$ cat src/rtl/pgx_pkg.sv
// Shared types for the page translation controller.
package pgx_pkg;
    typedef enum logic [2:0] {
        S_IDLE,
        S_CHK,
        S_ERASE,
        S_PROG,
        S_COPY
    } pgx_state_e;
endpackage

$ cat src/rtl/pgx_page_store.sv
// Page array with a programmed flag per page.
// Erase wipes one whole block to ones in a single cycle (the caller models the
// erase time). Program writes one page. Assumes erase and program never coincide
// and PAGES is a power of two.
module pgx_page_store #(
    parameter int NUM_PBLK = 4,
    parameter int PAGES    = 4,
    parameter int DATA_W   = 8,
    localparam int NPG  = NUM_PBLK * PAGES,
    localparam int PA_W = $clog2(NPG),
    localparam int PB_W = $clog2(NUM_PBLK)
) (
    input  logic              clk,
    input  logic              rst_n,
    input  logic              erase_en,
    input  logic [PB_W-1:0]   erase_blk,
    input  logic              prog_en,
    input  logic [PA_W-1:0]   prog_addr,
    input  logic [DATA_W-1:0] prog_data,
    input  logic [PA_W-1:0]   rd_addr,
    output logic [DATA_W-1:0] rd_data,
    output logic              rd_used
);
    logic [DATA_W-1:0] mem [NPG];
    logic [NPG-1:0]    used;

    // Array update: reset or erase to ones, program one page.
    always_ff @(posedge clk) begin
        if (!rst_n) begin
            for (int p = 0; p < NPG; p++) mem[p] <= '1;
            used <= '0;
        end else begin
            for (int p = 0; p < NPG; p++) begin
                if (erase_en && (p / PAGES) == int'(erase_blk)) begin
                    mem[p]  <= '1;
                    used[p] <= 1'b0;
                end
            end
            if (prog_en) begin
                mem[prog_addr]  <= prog_data;
                used[prog_addr] <= 1'b1;
            end
        end
    end

    // Asynchronous read port.
    always_comb begin
        rd_data = mem[rd_addr];
        rd_used = used[rd_addr];
    end


    no_reprogram_chk: assert property (@(posedge clk) disable iff (!rst_n)
        prog_en |-> !used[prog_addr]);


    no_mixed_op_chk: assert property (@(posedge clk) disable iff (!rst_n)
        !(prog_en && erase_en));
endmodule

$ cat src/rtl/pgx_block_pool.sv
// Spare-block pool with per-block erase counters.
// Picks the free block with the lowest count below WEAR_LIMIT, lowest index on
// ties. take marks a block erased and in use; give returns a block to the pool.
// Assumes the first NUM_LBLK physical blocks start mapped.
module pgx_block_pool #(
    parameter int NUM_PBLK   = 4,
    parameter int NUM_LBLK   = 2,
    parameter int WEAR_LIMIT = 1000,
    localparam int PB_W  = $clog2(NUM_PBLK),
    localparam int CNT_W = $clog2(WEAR_LIMIT + 1)
) (
    input  logic            clk,
    input  logic            rst_n,
    input  logic            take_en,
    input  logic [PB_W-1:0] take_blk,
    input  logic            give_en,
    input  logic [PB_W-1:0] give_blk,
    output logic            pick_ok,
    output logic [PB_W-1:0] pick_blk
);
    localparam logic [CNT_W-1:0] LIMIT = CNT_W'(WEAR_LIMIT);

    logic [CNT_W-1:0]    cnt [NUM_PBLK];
    logic [NUM_PBLK-1:0] free_q;
    logic [CNT_W-1:0]    best_c;

    // Wear counters and free flags.
    always_ff @(posedge clk) begin
        if (!rst_n) begin
            for (int b = 0; b < NUM_PBLK; b++) begin
                cnt[b]    <= '0;
                free_q[b] <= (b >= NUM_LBLK);
            end
        end else begin
            if (take_en) begin
                free_q[take_blk] <= 1'b0;
                if (cnt[take_blk] != LIMIT) cnt[take_blk] <= cnt[take_blk] + 1'b1;
            end
            if (give_en) free_q[give_blk] <= 1'b1;
        end
    end

    // Lowest-wear selection; strict compare keeps the lowest index on ties.
    always_comb begin
        pick_ok  = 1'b0;
        pick_blk = '0;
        best_c   = '0;
        for (int b = 0; b < NUM_PBLK; b++) begin
            if (free_q[b] && cnt[b] < LIMIT && (!pick_ok || cnt[b] < best_c)) begin
                pick_ok  = 1'b1;
                pick_blk = PB_W'(b);
                best_c   = cnt[b];
            end
        end
    end


    take_ok_chk: assert property (@(posedge clk) disable iff (!rst_n)
        take_en |-> (free_q[take_blk] && cnt[take_blk] < LIMIT));


    give_mapped_chk: assert property (@(posedge clk) disable iff (!rst_n)
        give_en |-> !free_q[give_blk]);

    // no serviceable free block is less worn than the pick.
    always @(posedge clk) begin
        if (rst_n && pick_ok) begin
            for (int b = 0; b < NUM_PBLK; b++) begin
                if (free_q[b] && cnt[b] < LIMIT)
                    pick_min_chk: assert (cnt[b] >= cnt[pick_blk]);
            end
        end
    end
endmodule

$ cat src/rtl/pgx_flash_xlate.sv
// Logical page controller over an erase-before-program page store.
// Reads and in-place writes take one cycle. A rewrite erases a fresh block
// (ERASE_CYCLES wait), programs the page, copies the other programmed pages,
// then remaps. Assumes NUM_LBLK < NUM_PBLK and power-of-two sizes, each >= 2.
module pgx_flash_xlate
    import pgx_pkg::*;
#(
    parameter int NUM_LBLK     = 2,
    parameter int NUM_PBLK     = 4,
    parameter int PAGES        = 4,
    parameter int DATA_W       = 8,
    parameter int ERASE_CYCLES = 6,
    parameter int WEAR_LIMIT   = 1000,
    localparam int LB_W = $clog2(NUM_LBLK),
    localparam int PB_W = $clog2(NUM_PBLK),
    localparam int PG_W = $clog2(PAGES),
    localparam int LA_W = LB_W + PG_W,
    localparam int PA_W = PB_W + PG_W,
    localparam int EC_W = $clog2(ERASE_CYCLES + 1)
) (
    input  logic              clk,
    input  logic              rst_n,
    input  logic              start,
    input  logic              wr,
    input  logic [LA_W-1:0]   laddr,
    input  logic [DATA_W-1:0] wdata,
    output logic [DATA_W-1:0] rdata,
    output logic              busy,
    output logic              done
);
    localparam logic [PG_W-1:0] LAST_PG = PG_W'(PAGES - 1);

    pgx_state_e        state;
    logic              wr_q;
    logic [LB_W-1:0]   lblk_q;
    logic [PG_W-1:0]   pg_q;
    logic [DATA_W-1:0] data_q;
    logic [PB_W-1:0]   map_q [NUM_LBLK];
    logic [PB_W-1:0]   new_q;
    logic [EC_W-1:0]   ecnt;
    logic [PG_W-1:0]   cpi;
    logic [DATA_W-1:0] rdata_q;
    logic              done_q;

    logic [PB_W-1:0]   cur_pblk;
    logic [PA_W-1:0]   rd_addr;
    logic [DATA_W-1:0] rd_data;
    logic              rd_used;
    logic              prog_en;
    logic [PA_W-1:0]   prog_addr;
    logic [DATA_W-1:0] prog_data;
    logic              erase_en;
    logic              give_en;
    logic              pick_ok;
    logic [PB_W-1:0]   pick_blk;

    // Store access steering per state.
    always_comb begin
        cur_pblk  = map_q[lblk_q];
        rd_addr   = (state == S_COPY) ? {cur_pblk, cpi} : {cur_pblk, pg_q};
        prog_en   = 1'b0;
        prog_addr = {cur_pblk, pg_q};
        prog_data = data_q;
        case (state)
            S_CHK:  prog_en = wr_q && !rd_used;
            S_PROG: begin
                prog_en   = 1'b1;
                prog_addr = {new_q, pg_q};
            end
            S_COPY: begin
                prog_en   = (cpi != pg_q) && rd_used;
                prog_addr = {new_q, cpi};
                prog_data = rd_data;
            end
            default: ;
        endcase
        erase_en = (state == S_ERASE) && (ecnt == '0);
        give_en  = (state == S_COPY) && (cpi == LAST_PG);
    end

    pgx_page_store #(
        .NUM_PBLK (NUM_PBLK),
        .PAGES    (PAGES),
        .DATA_W   (DATA_W)
    ) u_store (
        .clk       (clk),
        .rst_n     (rst_n),
        .erase_en  (erase_en),
        .erase_blk (new_q),
        .prog_en   (prog_en),
        .prog_addr (prog_addr),
        .prog_data (prog_data),
        .rd_addr   (rd_addr),
        .rd_data   (rd_data),
        .rd_used   (rd_used)
    );

    pgx_block_pool #(
        .NUM_PBLK   (NUM_PBLK),
        .NUM_LBLK   (NUM_LBLK),
        .WEAR_LIMIT (WEAR_LIMIT)
    ) u_pool (
        .clk      (clk),
        .rst_n    (rst_n),
        .take_en  (erase_en),
        .take_blk (new_q),
        .give_en  (give_en),
        .give_blk (cur_pblk),
        .pick_ok  (pick_ok),
        .pick_blk (pick_blk)
    );

    // Operation sequencer, map update and result registers.
    always_ff @(posedge clk) begin
        if (!rst_n) begin
            state   <= S_IDLE;
            wr_q    <= 1'b0;
            lblk_q  <= '0;
            pg_q    <= '0;
            data_q  <= '0;
            new_q   <= '0;
            ecnt    <= '0;
            cpi     <= '0;
            rdata_q <= '0;
            done_q  <= 1'b0;
            for (int i = 0; i < NUM_LBLK; i++) map_q[i] <= PB_W'(i);
        end else begin
            done_q <= 1'b0;
            case (state)
                S_IDLE: if (start) begin
                    wr_q   <= wr;
                    lblk_q <= laddr[LA_W-1:PG_W];
                    pg_q   <= laddr[PG_W-1:0];
                    data_q <= wdata;
                    state  <= S_CHK;
                end
                S_CHK: begin
                    if (!wr_q) begin
                        rdata_q <= rd_data;
                        done_q  <= 1'b1;
                        state   <= S_IDLE;
                    end else if (rd_used && pick_ok) begin
                        new_q <= pick_blk;
                        ecnt  <= EC_W'(ERASE_CYCLES - 1);
                        state <= S_ERASE;
                    end else begin
                        done_q <= 1'b1;
                        state  <= S_IDLE;
                    end
                end
                S_ERASE: begin
                    if (ecnt == '0) state <= S_PROG;
                    else ecnt <= ecnt - 1'b1;
                end
                S_PROG: begin
                    cpi   <= '0;
                    state <= S_COPY;
                end
                S_COPY: begin
                    cpi <= cpi + 1'b1;
                    if (cpi == LAST_PG) begin
                        map_q[lblk_q] <= new_q;
                        done_q        <= 1'b1;
                        state         <= S_IDLE;
                    end
                end
                default: state <= S_IDLE;
            endcase
        end
    end

    assign busy  = (state != S_IDLE);
    assign done  = done_q;
    assign rdata = rdata_q;


    done_pulse_chk: assert property (@(posedge clk) disable iff (!rst_n)
        done |=> !done);


    ignore_busy_chk: assert property (@(posedge clk) disable iff (!rst_n)
        busy |=> ($stable(lblk_q) && $stable(pg_q) && $stable(wr_q) && $stable(data_q)));


    inplace_done_chk: assert property (@(posedge clk) disable iff (!rst_n)
        (state == S_CHK && wr_q && !rd_used) |=> (done && !busy));


    erase_blk_free_chk: assert property (@(posedge clk) disable iff (!rst_n)
        (state == S_ERASE) |-> (new_q != cur_pblk));
endmodule

$ cat config.mk
export PLATFORM = sky130hd
export DESIGN_NAME = pgx_flash_xlate
export DESIGN_NICKNAME = d
export VERILOG_FILES = /design/src/rtl/pgx_pkg.sv /design/src/rtl/pgx_page_store.sv /design/src/rtl/pgx_block_pool.sv /design/src/rtl/pgx_flash_xlate.sv
export SDC_FILE = /design/constraint.sdc
export NUM_CORES = 1
export LEC_CHECK = 0
export BUFFER_PORTS_ARGS = -buffer_cell sky130_fd_sc_hd__buf_2
export CAP_MARGIN = 20
export CORE_UTILIZATION = 35
export DETAILED_ROUTE_END_ITERATION = 12
export PLACE_DENSITY = 0.52
export RECOVER_POWER = 50
export SLEW_MARGIN = 20
export SYNTH_ARGS = -nofsm -noshare
export SYNTH_HDL_FRONTEND = slang
export SYNTH_SLANG_ARGS = --single-unit
$ cat constraint.sdc
create_clock -name clk -period 6.5 [get_ports clk]
set_input_delay 0.65 -clock clk [delete_from_list [all_inputs] [get_ports clk]]
set_output_delay 0.65 -clock clk [all_outputs]
set_load 0.1 [all_outputs]
# ---- Word-level counts from Yosys, hierarchy flattened
# Memory sizes are Yosys's and may differ from the RTL's. A register that Yosys moved wholly into a read port is not among the register bits.
# Index checks and enable logic that the tools add are counted.
dict set report classes {
  n_addsub 3
  eq_ne 16
  muxes 125
  n_lt_le_gt_ge 14
  n_reduce_logical 40
  bitwise 21
}
# operator n
set op_table {}
lappend op_table {{8-bit two-way mux} 18}
lappend op_table {{1-bit two-way mux} 73}
lappend op_table {{10-bit < comparator (second input constant)} 4}
lappend op_table {{10-bit two-way mux} 4}
lappend op_table {{10-bit < comparator} 3}
lappend op_table {{1-bit logical AND} 19}
lappend op_table {{2-bit two-way mux} 9}
lappend op_table {{3-bit two-way mux} 6}
lappend op_table {{16-bit two-way mux} 1}
lappend op_table {{4-bit two-way mux} 4}
lappend op_table {{1-bit bitwise OR} 16}
lappend op_table {{16-bit bitwise OR} 1}
lappend op_table {{3-bit one-hot mux with 5 select lines} 1}
lappend op_table {{10-bit by 1-bit adder with 10-bit output (second input constant)} 1}
lappend op_table {{4-bit by 5-bit < comparator with 1-bit output (second input constant)} 2}
lappend op_table {{10-bit inequality test (second input constant)} 1}
lappend op_table {{10-bit OR reduction} 1}
lappend op_table {{2-bit inequality test (second input constant)} 4}
lappend op_table {{4-bit one-hot mux with 2 select lines} 1}
lappend op_table {{8-bit OR reduction} 1}
lappend op_table {{3-bit by 2-bit == test with 1-bit output (second input constant)} 2}
lappend op_table {{3-bit logical NOT} 2}
lappend op_table {{2-bit by 3-bit < comparator with 1-bit output (second input constant)} 2}
lappend op_table {{3-bit one-hot mux with 2 select lines} 1}
lappend op_table {{30 further kinds} 42}
dict set report word_totals {
  register_bits 51
  output_inout_bits 10
  memories 3
  input_bits 15
  wordCells 234
  ramBits 172
}
# name depth width rd rd_clocked_by_memory_dff wr line
set memory_table {}
lappend memory_table {u_store.mem 16 8 1 0 16 pgx_page_store.sv:24} ;# logic [DATA_W-1:0] mem [NPG];
lappend memory_table {u_pool.cnt 4 10 5 1 4 pgx_block_pool.sv:23} ;# logic [CNT_W-1:0] cnt [NUM_PBLK];
lappend memory_table {map_q 2 2 1 1 2 pgx_flash_xlate.sv:38} ;# logic [PB_W-1:0] map_q [NUM_LBLK];

# ---- Depth between registers and ports, before layout
# An unclocked memory read counts as a cell.
dict set report depth {
  depth_word 20
  mapped_depth 28
  mapped_depth_nobuf 26
}

# ---- Modules after synthesis
# A second synthesis with hierarchy kept.
dict set report hier_totals {
  cells_unflattened 983
  area_unflattened_um2 11628.7
}
# mod area_per_inst_um2 seq_area_each_um2 n_inst cells_per_inst
set modules_own_cells {}
lappend modules_own_cells {pgx_page_store 6618.8 4164.0 1 435}
lappend modules_own_cells {pgx_block_pool 3268.1 1281.2 1 330}
lappend modules_own_cells {pgx_flash_xlate 1741.7 760.7 1 218}

# ---- Worst setup path after synthesis
# Ideal clock, no wire load.
dict set report synth_path {
  kind {reg2reg}
  startpoint {mem u_pool.cnt[0][4] (netlist name)}
  endpoint {reg (tool-made name)}
  t_arrival_ps 6317
  period_less_slack_ps 6398
  setup_ps 82
  required_time_ps 6418
  n_path_buf 3
  path_stages_with_launch 29
  setup_slack_ps 102
  path_cell_list {edfxtp_1 -> o21ai_0 -> o21a_1 -> clkbuf_1 -> nand2_1 -> ha_1 -> a211o_1 -> a21oi_1 -> o21ai_0 -> a21oi_1 -> clkbuf_1 -> a21oi_1 -> ha_1 -> nand4_1 -> o31ai_1 -> a41o_1 -> o21ai_0 -> nand2b_1 -> o31a_1 -> clkbuf_1 -> mux2_2 -> ha_1 -> and3_1 -> a221o_1 -> a21oi_1 -> o221ai_1 -> or3_1 -> a211o_1 -> a31oi_1}
}
# item line
set synth_rtl {}
lappend synth_rtl {{start: declaration} pgx_block_pool.sv:23}

==> qor.txt <==
Cells after synthesis: 1149
Synth Area in Adders: 3.46%
Syn_area_per_cell: 10.1 µm²
Final Cell Area: 13100 µm²
Clock-pin slew on the worst setup and hold paths: 60 ps
Hold Path Cell Cnt: 3
Commonest cells after routing, fill and taps aside: 194 x nand2_1, 172 x edfxtp_1, 140 x nand3_1, 87 x nor2_1, 54 x dfxtp_1
First-pass GRT wire length: 52300 µm
Compound-cell area share of the yosys netlist: 12.9%
Port Buffers: 24
Crit start category: register
Min-delay src: laddr[1]
FMAX: 166 MHz
Post-synth top flop: edfxtp_1
M1 WL: 16400 µm
DRT Wirelength: 34000 µm
R2R depth: 26
CTS tree: built
Dpl cell area: 12200 µm²
TNS Setup: 0 ps
Core footprint: 32500 µm²
Cell mode on critical path: ha_1
Synth Area in XOR/XNOR: 0.757%
Initial Util: 35.6%
Via count of the routed design: 9048
Min Tclk post-route: 6020 ps
Reg-to-reg setup timing slack: 480 ps
Most common cell after layout, fill and taps aside: nand2_1
DRT iter0 DRCs: 831
Row Count: 66
Detail Placement HPWL: 23100 µm
Layout area overhead: 12.8%
Maximum vdd drop: 0.165 mV
CP Max Fanout: 19
Met2 Wirelength: 14900 µm
Launch point of the worst reg-to-reg path: u_pool.cnt[0][4]$_SDFFCE_PN0P_
IO Pins: 25
First drt pass iteration count: 5
Max Slew Vio Count: 41
CP max-delay cell: edfxtp_1
Final net count: 1203
Root Buffer: clkbuf_16
Netlist cell types: 59
Clock Latency Late Sink: 540 ps
Final non-filler cell total: 1619
Hold Buf Count CTS: 0
Die height: 184 µm
Placed Cells: 1568
Kind of path behind the tightest hold check: input port to register
Ratio of cells with drive above 1 in the final layout: 9.69%
Routed len/inst: 21.0 µm
# setup viols final: 0
Post-Synthesis Cell Area: 11600 µm²
Initial antenna violation count: 0
Pwr per Cell Area: 262 nW/µm²
Register area share after synthesis: 54.0%
Final Cycle Share: 92.6%
Critical path required time: 6940 ps
Final ANT Viol Nets: 0
Unrepaired setup endpoints after global routing: false
Top delay family on crit path: compound AO/OA/AOI/OAI gates
Power Total: 3.42 mW
Mapped Nets: 1196
Total CTS buffers: 27
Violated checks: capacitance limit, slew limit
Grt ovf: 0
Vias per Instance: 5.59
Drc violations: 0
Number of diodes: 0
Die span in x: 184 µm
H-tree depth: 1
Worst path max stage delay: 410 ps
Max Used Layer: met4
Worst Setup End Kind: register
Post-synthesis simple-gate area fraction: 19.8%
Main combinational cell family by area after synthesis: simple AND/OR/NAND/NOR gates
Die area: 33800 µm²
Final Hold Vio Count: 0
Total global-route track usage: 20.2%
Mux cell area share after synthesis: 4.68%
Synth Register Bits: 226
Metal3 WL: 2090 µm
CTS sink cnt: 226
Largest net degree at the start of global routing: 95
Vias in the first global route: 8596
Number of synthesized flops with an enable pin: 172
Status: complete, but fails checks
Post-synthesis async set-or-reset flop share: 0%
Endpoint with the worst hold slack: pg_q[1]$_SDFFE_PN0P_
Synth warnings: 0
RD Place Congestion: 0.885
Fin Clk Skew: 12.6 ps
Setup CP Type: register to register
Max-cap viol count: 2
Rel. slew slack: -27.8%
Worst Path Arrival: 6460 ps
Clock buffer depth: 3
Worst slew pin tran: 1870 ps
Lkg Pwr: 4.26 nW
Crit path buf inv count: 1
synthesized netlist by cell type, drive strengths merged (2+ instances only):
cell / instances / share of area [%]
or3: 12 / 0.65
a211o: 2 / 0.15
nand3: 140 / 6.1
a21oi: 48 / 2.1
mux4: 10 / 1.9
mux2i: 17 / 1.5
clkbuf: 51 / 1.7
edfxtp: 172 / 45
o21a: 3 / 0.19
nor3: 9 / 0.39
dfxtp: 54 / 9.3
xnor2: 7 / 0.53
a31oi: 6 / 0.43
ha: 32 / 3.5
a211oi: 35 / 2.3
nor2: 87 / 2.8
and3: 6 / 0.37
o31a: 10 / 0.76
buf: 29 / 1.3
mux2: 13 / 1.3
o31ai: 11 / 0.71
and2: 3 / 0.16
a22o: 11 / 0.83
nand4: 27 / 1.5
a21o: 6 / 0.39
nand2: 194 / 6.3
o221ai: 2 / 0.15
inv: 44 / 1.4
nor4bb: 2 / 0.17
xor2: 3 / 0.23
o21ai: 33 / 1.4
a311oi: 32 / 2.4
or2: 7 / 0.38
nor2b: 4 / 0.22
a22oi: 2 / 0.13
nand2b: 8 / 0.43
o311ai: 2 / 0.15
report_power, final:
group | internal [mW] | switching [mW] | leakage (nW)
registers | 1.57 | 0.0193 | 1.76
clock network | 0.944 | 0.605 | 0.447
logic | 0.0713 | 0.216 | 2.06
total | 2.58 | 0.840 | 4.26
how the worst max path moves through the flow:
stage / cells after the start / from / end / slack (ps)
floorplan: 28 / u_pool.cnt[0][4]$_SDFFCE_PN0P_ / register / 100
detailed placement: 27 / u_pool.cnt[0][4]$_SDFFCE_PN0P_ / register / 280
CTS: 27 / u_pool.cnt[0][4]$_SDFFCE_PN0P_ / register / 250
finish: 26 / u_pool.cnt[0][4]$_SDFFCE_PN0P_ / register / 480
global placement: 27 / u_pool.cnt[0][4]$_SDFFCE_PN0P_ / new_q[1]$_SDFFE_PN0P_ / 320
global route: 28 / u_pool.cnt[0][4]$_SDFFCE_PN0P_ / register / 30
sequential cells by signal, indices dropped and copies added, names as in the netlist, named ones only:
register / cells
cpi: 2
data_q: 8
done: 1
ecnt: 3
lblk_q: 1
map_q: 4
new_q: 2
pg_q: 2
rdata: 8
state: 3
u_pool.cnt: 40
u_pool.free_q: 4
u_store.mem: 128
u_store.used: 16
wr_q: 1
layer usage:
metal  vias up  global-route usage, %
li1       4272                      -
met1      4465                   30.4
met2       274                   30.4
met3        37                   3.21
met4         0                   4.40
met5         -                      0
what timing repair did:
item | in CTS | in global routing
endpoints found under the setup margin | 0 | 4
setup buffers | 0 | 1
gates resized for setup | 0 | 6
cells by family after synthesis:
logic type                 after synthesis
buffers and inverters                  124
adders and majority gates               32
DFF                                    226
muxes                                   40
xor gates and xnor gates                10
and+or+nand+nor                        505
AOI/OAI and AO/OA                      212
area by class of cell:
| type | instances | area [µm²] |
|---|---|---|
| clock buffers | 40 | 774 |
| clock inverters | 10 | 135 |
| fillers | 3294 | 19500 |
| inverters | 44 | 165 |
| multi-input cells | 799 | 4850 |
| flip-flops and latches | 226 | 6250 |
| well taps | 442 | 553 |
| repair buffers | 58 | 329 |
metrics by stage:
| stage | setup slack (ps) | util [%] | hold slack, ps |
|---|---|---|---|
| 2_1_floorplan | 102 | - | 419 |
| 3_3_place_gp | 316 | 37.5 | 437 |
| 3_5_place_dp | 283 | 37.5 | 446 |
| 4_1_cts | 254 | 40.3 | 344 |
| 5_1_grt | 25.9 | 40.1 | 357 |
| 6_report | 482 | 40.1 | 359 |
tightest hold or removal path, cell delays in order:
cell and delay (ps):
buf_2 100, nand2_1 40, a21oi_1 50
No activity file was read; power rests on OpenSTA's default activity.
